<file path="src/rtl/evtmon_pkg.sv">
package evtmon_pkg;
  localparam int REG_W    = 32;
  localparam int ADDR_W   = 8;
  localparam int SEL_W    = 7;
  localparam int BANK_SRC = 1 << (SEL_W - 1);
  localparam int NUM_EVT  = 10;
  localparam int CYC_W    = 64;
  localparam int EVT_W    = 32;

  localparam int G_FRZ_B  = 31;
  localparam int G_IE_B   = 30;
  localparam int G_CFE_B  = 29;
  localparam int L_FRZ_B  = 31;
  localparam int L_CE_B   = 26;
  localparam int L_SEL_LO = 16;

  localparam logic [ADDR_W-1:0] GCTL_OFS     = 8'h40;
  localparam int                SLICE_BASE   = 'h50;
  localparam int                SLICE_STRIDE = 'h10;
  localparam int                REL_LCTL     = 0;
  localparam int                REL_CNT_LO   = 8;
  localparam int                REL_CNT_HI   = 12;

  function automatic logic [ADDR_W-1:0] slice_addr(input int idx, input int rel);
    return ADDR_W'(SLICE_BASE + SLICE_STRIDE * idx + rel);
  endfunction
endpackage

</file>
<file path="src/rtl/evtmon_counter.sv">
module evtmon_counter #(
  parameter int W = 32
) (
  input  logic         clk,
  input  logic         rst_n,
  input  logic         inc,
  input  logic         ld_lo,
  input  logic         ld_hi,
  input  logic [31:0]  ld_data,
  output logic [W-1:0] cnt,
  output logic         ovf
);
  localparam int HI_W = (W > 32) ? (W - 32) : 1;

  logic [W-1:0] cnt_q;
  logic         busy;

  assign busy = ld_lo | ld_hi;

  generate
    if (W > 32) begin : g_wide
      always_ff @(posedge clk or negedge rst_n) begin
        if (!rst_n)      cnt_q <= '0;
        else if (ld_lo)  cnt_q[31:0] <= ld_data;
        else if (ld_hi)  cnt_q[W-1:32] <= ld_data[HI_W-1:0];
        else if (inc)    cnt_q <= cnt_q + 1'b1;
      end
    end else begin : g_narrow
      always_ff @(posedge clk or negedge rst_n) begin
        if (!rst_n)               cnt_q <= '0;
        else if (ld_lo)           cnt_q <= ld_data[W-1:0];
        else if (inc && !ld_hi)   cnt_q <= cnt_q + 1'b1;
      end
    end
  endgenerate

  // top bit about to rise from an increment
  assign ovf = inc && !busy && !cnt_q[W-1] && (&cnt_q[W-2:0]);
  assign cnt = cnt_q;

  AST_HOLD_IDLE: assert property (@(posedge clk) disable iff (!rst_n)
    (!inc && !busy) |=> $stable(cnt_q));
  AST_STEP_ONE: assert property (@(posedge clk) disable iff (!rst_n)
    (inc && !busy) |=> (cnt_q == $past(cnt_q) + 1'b1));
  AST_OVF_TOPBIT: assert property (@(posedge clk) disable iff (!rst_n)
    ovf |=> (cnt_q[W-1] && !$past(cnt_q[W-1])));
endmodule

</file>
<file path="src/rtl/evtmon_slice.sv">
module evtmon_slice
  import evtmon_pkg::*;
#(
  parameter int IDX = 0,
  parameter int W   = 32,
  parameter bit CYC = 1'b0
) (
  input  logic              clk,
  input  logic              rst_n,
  input  logic              wr_en,
  input  logic [ADDR_W-1:0] wr_addr,
  input  logic [REG_W-1:0]  wr_data,
  input  logic              freeze_all,
  input  logic [BANK_SRC-1:0] evt_shared,
  input  logic [BANK_SRC-1:0] evt_own,
  output logic [REG_W-1:0]  lctl_word,
  output logic [REG_W-1:0]  cnt_lo,
  output logic [REG_W-1:0]  cnt_hi,
  output logic              ovf_hit,
  output logic              top_bit
);
  logic             frz_q, ce_q;
  logic [SEL_W-1:0] sel_q;
  logic             hit_lctl, ld_lo, ld_hi, evt_pick, inc, ovf;
  logic [W-1:0]     cnt;

  assign hit_lctl = wr_en && (wr_addr == slice_addr(IDX, REL_LCTL));
  assign ld_lo    = wr_en && (wr_addr == slice_addr(IDX, REL_CNT_LO));
  assign ld_hi    = (W > 32) && wr_en && (wr_addr == slice_addr(IDX, REL_CNT_HI));

  always_ff @(posedge clk or negedge rst_n) begin
    if (!rst_n) begin
      frz_q <= 1'b0;
      ce_q  <= 1'b0;
      sel_q <= '0;
    end else if (hit_lctl) begin
      frz_q <= wr_data[L_FRZ_B];
      ce_q  <= wr_data[L_CE_B];
      sel_q <= wr_data[L_SEL_LO +: SEL_W];
    end
  end

  // upper half of the code space selects this counter's own strobes
  assign evt_pick = sel_q[SEL_W-1] ? evt_own[sel_q[SEL_W-2:0]]
                                   : evt_shared[sel_q[SEL_W-2:0]];
  assign inc = !frz_q && !freeze_all && (CYC ? 1'b1 : evt_pick);

  evtmon_counter #(.W(W)) u_cnt (
    .clk(clk), .rst_n(rst_n), .inc(inc), .ld_lo(ld_lo), .ld_hi(ld_hi),
    .ld_data(wr_data), .cnt(cnt), .ovf(ovf)
  );

  assign lctl_word = {frz_q, 4'b0, ce_q, 3'b0, sel_q, 16'b0};
  assign cnt_lo    = cnt[31:0];
  generate
    if (W > 32) begin : g_hi
      assign cnt_hi = 32'(cnt[W-1:32]);
    end else begin : g_nohi
      assign cnt_hi = '0;
    end
  endgenerate
  assign ovf_hit = ovf & ce_q;
  assign top_bit = cnt[W-1];

  AST_FROZEN_HOLD: assert property (@(posedge clk) disable iff (!rst_n)
    ((frz_q || freeze_all) && !ld_lo && !ld_hi) |=> $stable(cnt));
  AST_LOAD_NO_BUMP: assert property (@(posedge clk) disable iff (!rst_n)
    ld_lo |=> (cnt[31:0] == $past(wr_data)));
endmodule

</file>
<file path="src/rtl/evtmon_gctl.sv">
module evtmon_gctl #(
  parameter int N = 11
) (
  input  logic         clk,
  input  logic         rst_n,
  input  logic         wr_hit,
  input  logic [2:0]   wr_bits,
  input  logic [N-1:0] ovf_hit,
  input  logic [N-1:0] top_bits,
  output logic         freeze_all,
  output logic [31:0]  gctl_word,
  output logic         irq
);
  logic         frz_q, ie_q, cfe_q, irq_q, trigger;
  logic [N-1:0] flag_q;

  assign trigger = ie_q && cfe_q && (|ovf_hit);

  always_ff @(posedge clk or negedge rst_n) begin
    if (!rst_n) begin
      frz_q <= 1'b0;
      ie_q  <= 1'b0;
      cfe_q <= 1'b0;
    end else begin
      if (wr_hit) begin
        ie_q  <= wr_bits[1];
        cfe_q <= wr_bits[0];
      end
      // hardware freeze wins over a same-cycle software write
      if (trigger)     frz_q <= 1'b1;
      else if (wr_hit) frz_q <= wr_bits[2];
    end
  end

  always_ff @(posedge clk or negedge rst_n) begin
    if (!rst_n) flag_q <= '0;
    else begin
      for (int n = 0; n < N; n++) begin
        if (trigger && ovf_hit[n]) flag_q[n] <= 1'b1;
        else if (!top_bits[n])     flag_q[n] <= 1'b0;
      end
    end
  end

  always_ff @(posedge clk or negedge rst_n) begin
    if (!rst_n)                          irq_q <= 1'b0;
    else if (trigger)                    irq_q <= 1'b1;
    else if (!frz_q && (flag_q == '0))   irq_q <= 1'b0;
  end

  assign freeze_all = frz_q;
  assign irq        = irq_q;
  assign gctl_word  = {frz_q, ie_q, cfe_q, 29'b0};

  AST_OVF_FREEZE: assert property (@(posedge clk) disable iff (!rst_n)
    (ie_q && cfe_q && (|ovf_hit)) |=> (frz_q && irq_q));
  AST_NO_GATE_NO_IRQ: assert property (@(posedge clk) disable iff (!rst_n)
    (!(ie_q && cfe_q) && !irq_q) |=> !irq_q);
  AST_IRQ_HOLD: assert property (@(posedge clk) disable iff (!rst_n)
    (irq_q && frz_q) |=> irq_q);
endmodule

</file>
<file path="src/rtl/evtmon_bank.sv">
module evtmon_bank
  import evtmon_pkg::*;
#(
  parameter int N_EVT = NUM_EVT
) (
  input  logic                     clk,
  input  logic                     rst_n,
  input  logic                     wr_en,
  input  logic [ADDR_W-1:0]        wr_addr,
  input  logic [REG_W-1:0]         wr_data,
  input  logic [ADDR_W-1:0]        rd_addr,
  output logic [REG_W-1:0]         rd_data,
  input  logic [BANK_SRC-1:0]      evt_shared,
  input  logic [N_EVT*BANK_SRC-1:0] evt_local,
  output logic                     irq
);
  localparam int N_ALL = N_EVT + 1;

  logic [REG_W-1:0] lctl_w [N_ALL];
  logic [REG_W-1:0] lo_w   [N_ALL];
  logic [REG_W-1:0] hi_w   [N_ALL];
  logic [N_ALL-1:0] ovf_hit, top_bits;
  logic             freeze_all;
  logic [REG_W-1:0] gctl_word;
  logic             gctl_hit;

  assign gctl_hit = wr_en && (wr_addr == GCTL_OFS);

  generate
    for (genvar i = 0; i < N_ALL; i++) begin : g_slice
      logic [BANK_SRC-1:0] own;
      if (i == 0) begin : g_cyc
        assign own = '0;
      end else begin : g_evt
        assign own = evt_local[(i-1)*BANK_SRC +: BANK_SRC];
      end
      evtmon_slice #(
        .IDX(i), .W((i == 0) ? CYC_W : EVT_W), .CYC(i == 0)
      ) u_slice (
        .clk(clk), .rst_n(rst_n), .wr_en(wr_en), .wr_addr(wr_addr),
        .wr_data(wr_data), .freeze_all(freeze_all),
        .evt_shared(evt_shared), .evt_own(own),
        .lctl_word(lctl_w[i]), .cnt_lo(lo_w[i]), .cnt_hi(hi_w[i]),
        .ovf_hit(ovf_hit[i]), .top_bit(top_bits[i])
      );
    end
  endgenerate

  evtmon_gctl #(.N(N_ALL)) u_gctl (
    .clk(clk), .rst_n(rst_n), .wr_hit(gctl_hit),
    .wr_bits({wr_data[G_FRZ_B], wr_data[G_IE_B], wr_data[G_CFE_B]}),
    .ovf_hit(ovf_hit), .top_bits(top_bits),
    .freeze_all(freeze_all), .gctl_word(gctl_word), .irq(irq)
  );

  always_comb begin
    rd_data = '0;
    if (rd_addr == GCTL_OFS) rd_data = gctl_word;
    for (int i = 0; i < N_ALL; i++) begin
      if (rd_addr == slice_addr(i, REL_LCTL))   rd_data = lctl_w[i];
      if (rd_addr == slice_addr(i, REL_CNT_LO)) rd_data = lo_w[i];
      if (rd_addr == slice_addr(i, REL_CNT_HI)) rd_data = hi_w[i];
    end
  end

  AST_GFREEZE_HOLDS_C1: assert property (@(posedge clk) disable iff (!rst_n)
    (freeze_all && !wr_en) |=> $stable(lo_w[1]));
endmodule

</file>
<file path="config.mk">
export PLATFORM = sky130hd
export DESIGN_NAME = evtmon_bank
export DESIGN_NICKNAME = d
export VERILOG_FILES = /design/src/rtl/evtmon_pkg.sv /design/src/rtl/evtmon_counter.sv /design/src/rtl/evtmon_slice.sv /design/src/rtl/evtmon_gctl.sv /design/src/rtl/evtmon_bank.sv
export SDC_FILE = /design/constraint.sdc
export NUM_CORES = 2
export LEC_CHECK = 0
export BUFFER_PORTS_ARGS = -buffer_cell sky130_fd_sc_hd__buf_2
export CELL_PAD_IN_SITES_DETAIL_PLACEMENT = 0
export CELL_PAD_IN_SITES_GLOBAL_PLACEMENT = 1
export CORE_MARGIN = 5
export CORE_UTILIZATION = 39
export CTS_CLUSTER_DIAMETER = 120
export DETAILED_ROUTE_END_ITERATION = 16
export GPL_ROUTABILITY_DRIVEN = 0
export PLACE_DENSITY_LB_ADDON = 0.15
export SLEW_MARGIN = 10
export SYNTH_ARGS = -nofsm -noshare
export SYNTH_HDL_FRONTEND = slang
export SYNTH_SLANG_ARGS = --single-unit
</file>
<file path="constraint.sdc">
create_clock -name clk -period 4.15 [get_ports clk]
set_input_delay 0.83 -clock clk [delete_from_list [all_inputs] [get_ports clk]]
set_output_delay 0.83 -clock clk [all_outputs]
set_load 0.01 [all_outputs]
</file>
==> results by group <==
Run status
  • Status: complete, but fails checks
  • Violated checks: negative setup slack

Logic synthesis
  • Mean Syn Cell Area: 9.30 um2
  • Post-synth top flop: dfrtp_1
  • YS warnings: 0
  • Cell taking the most area after synthesis: dfrtp_1
  • Syn_nets: around 5.1k
  • Synthesized instance count: about 4.4k
  • Sequential-to-total area share from yosys stat: 0.308
  • Ys async rst share: 1.00
  • Post-synth EDFFs: 0
  • Share of the synthesized area in the top cell type: 0.308
  • Mapped cell area: approximately 0.04 mm2
  • Netlist cell types: 94
  • Synth top area cells: dfrtp_1, mux4_2, nor2_1
  • Seq cells post-synth: between 400 and 500

Cells and area
  • Ratio of cells with drive above 1 in the final layout: 0.345
  • Filler cells: between 9k and 10k
  • Final net count: roughly 6k
  • Area delta synth->final: 25.5%

Setup path
  • WP buf/inv: 5
  • Cell Chain, Critical Path: buf_2, buf_12, buf_4, nor4_2, buf_4, nand2_1, nor2_1, nand2_1, o21ai_0, a41oi_2, a211o_1, a311oi_2, a221o_2, buf_6
  • Critical Path Fanout Max: 8
  • R2r endpoint: u_gctl.freeze_all
  • Worst Path Arrival: around 3.5 ns
  • WP data required: approximately 3.3 ns
  • CP max-delay cell: a221o_2
  • CP delay by family, top: compound AO/OA/AOI/OAI gates
  • Reg2reg setup slack: 0.12 ns
  • Reg-to-reg critical path startpoint: g_slice[3].u_slice.sel_q[0]
  • Setup CP Type: in2out
  • Reg2reg path depth: 12
  • Crit path capture type: primary output
  • Critical Path Source Type: input port
  • Slowest stage delay, CP: 0.30 ns
  • WP depth: 14

STA
  • Fraction of the cycle the final worst path needs: 1.04
  • Max-slew violations: 0
  • Tmin final: 4.30 ns
  • Fmax: 232 MHz
  • Hold Violations, Final: 0
  • Final setup margin: -0.154 ns
  • Unrepaired setup endpoints after global routing: yes
  • Final setup TNS: -0.269 ns
  • Clk_skew: 0.0254 ns
  • Slew @ Worst Pin: around 1.2 ns
  • Setup-failing EPs final: 3
  • Max-slew headroom: 0.223

CTS
  • Clock-pin slew on the worst setup and hold paths: roughly 0.06 ns
  • H-tree level count: 3
  • CTS tree: done
  • CTS root buf: clkbuf_16
  • Clock buffer count from CTS: 66
  • Clk sink count: approximately 500
  • CTS Buffer Depth: 3
  • Clock latency at the later pin of the worst-skew pair: 0.64 ns
  • Hold_buf cts: 0

Routing
  • WL/cell: 32.3 um
  • Initial DRC count: approximately 5k
  • Vias/cell: about 6.4
  • Via count: about 43k
  • # DRC: 0
  • Post-route ant nets: 0
  • Routed Wire Length: ~220 mm
  • DR pass1 iterations: 10

Floorplanning
  • I/O Pins: roughly 790
  • Die H: roughly 330 um
  • Initial Util: 0.392
  • Core Footprint: a little over 0.1 mm2
  • Die X: roughly 330 um
  • Row cnt: about 120
  • Die footprint: between 0.1 and 0.15 mm2

GRT
  • First-pass GRT wire length: between 300 and 400 mm
  • All-Layer GR Usage: 0.374
  • Total grt overflow: 0
  • Initial antenna violation count: 49
  • Vias in the first global route: around 41k
  • Largest net degree at the start of global routing: around 100

Power
  • Comb power frac: 0.245
  • LEAKAGE: slightly above 20 nW
  • Power Dens Cells: about 330 mW/mm2
  • Pint: 0.0108 W
  • Sequential power share: 0.401
  • Sw Ratio: 0.349
  • Worst vdd ir: roughly 340 uV
  • Sw Pwr: approximately 0.0058 W
  • Clock Power Share: 0.355

Flow run
  • # Max-Cap Violations: 0

Place
  • Port buffer count: around 790
  • Place WS: -0.572 ns
  • Post-DP HPWL: ~170 mm

Worst hold path
  • HP Class: in2async
power groups by stage:
stage	sequential [W]	combinational [W]	clock, W
2_1_floorplan	0.00614	0.00239	0
3_3_place_gp	0.00671	0.00387	0
3_5_place_dp	0.00671	0.00393	0
4_1_cts	0.00663	0.00397	0.00598
5_1_grt	0.00674	0.00436	0.00615
6_report	0.00668	0.00408	0.00591
per-stage QoR:
step	cell area (um2)	hold WS [ns]	power [W]	util	cells
2_1_floorplan	40500	0.443	0.00853	-	4350
3_3_place_gp	47600	0.458	0.0106	0.461	6519
3_5_place_dp	47600	0.468	0.0106	0.461	6519
4_1_cts	50100	0.133	0.0166	0.485	6638
5_1_grt	50700	0.168	0.0172	0.491	6669
6_report	50800	0.138	0.0167	0.491	6691
cells in the mapped netlist (17+ instances only):
cell type    n
o41ai_1     17
nor4_1      28
nor2_1     461
o22ai_1     42
xnor2_1    172
a21oi_1    274
and2_1      23
mux2_2     102
a22oi_1     75
nand4_1     92
inv_1       70
o221ai_1    28
buf_2       44
dfrtp_1    498
nor2b_1     37
xor2_1     164
a221oi_1    60
mux4_2     304
a222oi_1    43
buf_1       20
mux2i_1     87
nor3_1      87
nand3_1    183
nand2_1    455
and3_1      87
o21ai_0    220
nand2b_1    41
buf_4       24
buf_6       17
and4_1      28
clkbuf_1   231
o21ai_1     56
placed cells by master (no fill, tap or decap), drive strengths merged, types with 24 or more instances in the layout:
cell type and instances:
inv 73, a22oi 75, nor4 32, dfrtp 498, a222oi 43, nand3 185
and3 87, nor3 101, xor2 164, nand2b 41, nand4 92, clkbuf 98
mux4 304, and2 24, mux2 102, a221oi 60, o21ai 277, and4 28
diode 31, buf 1158, xnor2 172, nor2b 37, a21oi 274, o221ai 28
mux2i 87, o22ai 42, nor2 462, nand2 456
routing by layer:
| layer | part of all wire | up-vias | global-route usage |
|---|---|---|---|
| met4 | 0.053 | 32 | 0.156 |
| met2 | 0.45 | 2669 | 0.586 |
| met5 | 0.0010 | - | 0 |
| li1 | - | 18200 | - |
| met1 | 0.37 | 21000 | 0.458 |
| met3 | 0.13 | 646 | 0.152 |
logic make-up (layout without fill, tap and decap cells):
family                   after synthesis  count (layout)  synth area share
AO/OA/AOI/OAI                        985             985             0.159
XOR/XNOR                             336             336            0.0727
adder cells (fa/ha/maj)               11              11           0.00340
buffers and inverters                416            1346            0.0472
flip-flops                           498             498             0.308
multiplexers                         493             493             0.219
other                                  0              31                 0
AND/OR/NAND/NOR                     1611            1611             0.190
state kept, by name (all words and copies together) (netlist names):
| register | flops |
|---|---|
| g_slice.u_slice.u_cnt.cnt | 384 |
| g_slice.u_slice.sel_q | 77 |
| g_slice.u_slice.ce_q | 11 |
| g_slice.u_slice.frz_q | 11 |
| u_gctl.flag_q | 11 |
| u_gctl.cfe_q | 1 |
| u_gctl.freeze_all | 1 |
| u_gctl.ie_q | 1 |
| u_gctl.irq | 1 |
worst max path at each step:
stage | startpoint | endpoint | slack [ns]
2_1_floorplan | rd_addr[1] | rd_data[23] | 0.04
3_3_place_gp | rd_addr[1] | rd_data[0] | -0.50
3_5_place_dp | rd_addr[1] | rd_data[0] | -0.57
4_1_cts | rd_addr[7] | rd_data[16] | -0.07
5_1_grt | g_slice[3].u_slice.sel_q[0] | rd_data[16] | -0.19
6_report | rd_addr[3] | rd_data[16] | -0.15
final cells by class:
| type | count | area [um2] | area share |
|---|---|---|---|
| multi-input cells | 3436 | 26700 | 0.526 |
| flip-flops and latches | 498 | 12500 | 0.246 |
| inverters | 71 | 267 | 0.00525 |
| clock buffers | 95 | 1950 | 0.0384 |
| well taps | 1380 | 1730 | 0.0340 |
| diodes | 31 | 77.6 | 0.00153 |
| repair buffers | 1161 | 7350 | 0.145 |
| clock inverters | 19 | 236 | 0.00466 |
timing repair:
item / CTS / global route
gates cloned: 0 / 2
setup buffers: 5 / 20
endpoints found under the setup margin: 16 / 28
pin swaps: 24 / 38
resized for setup: 59 / 89
Power figures use the tool's default switching activity.
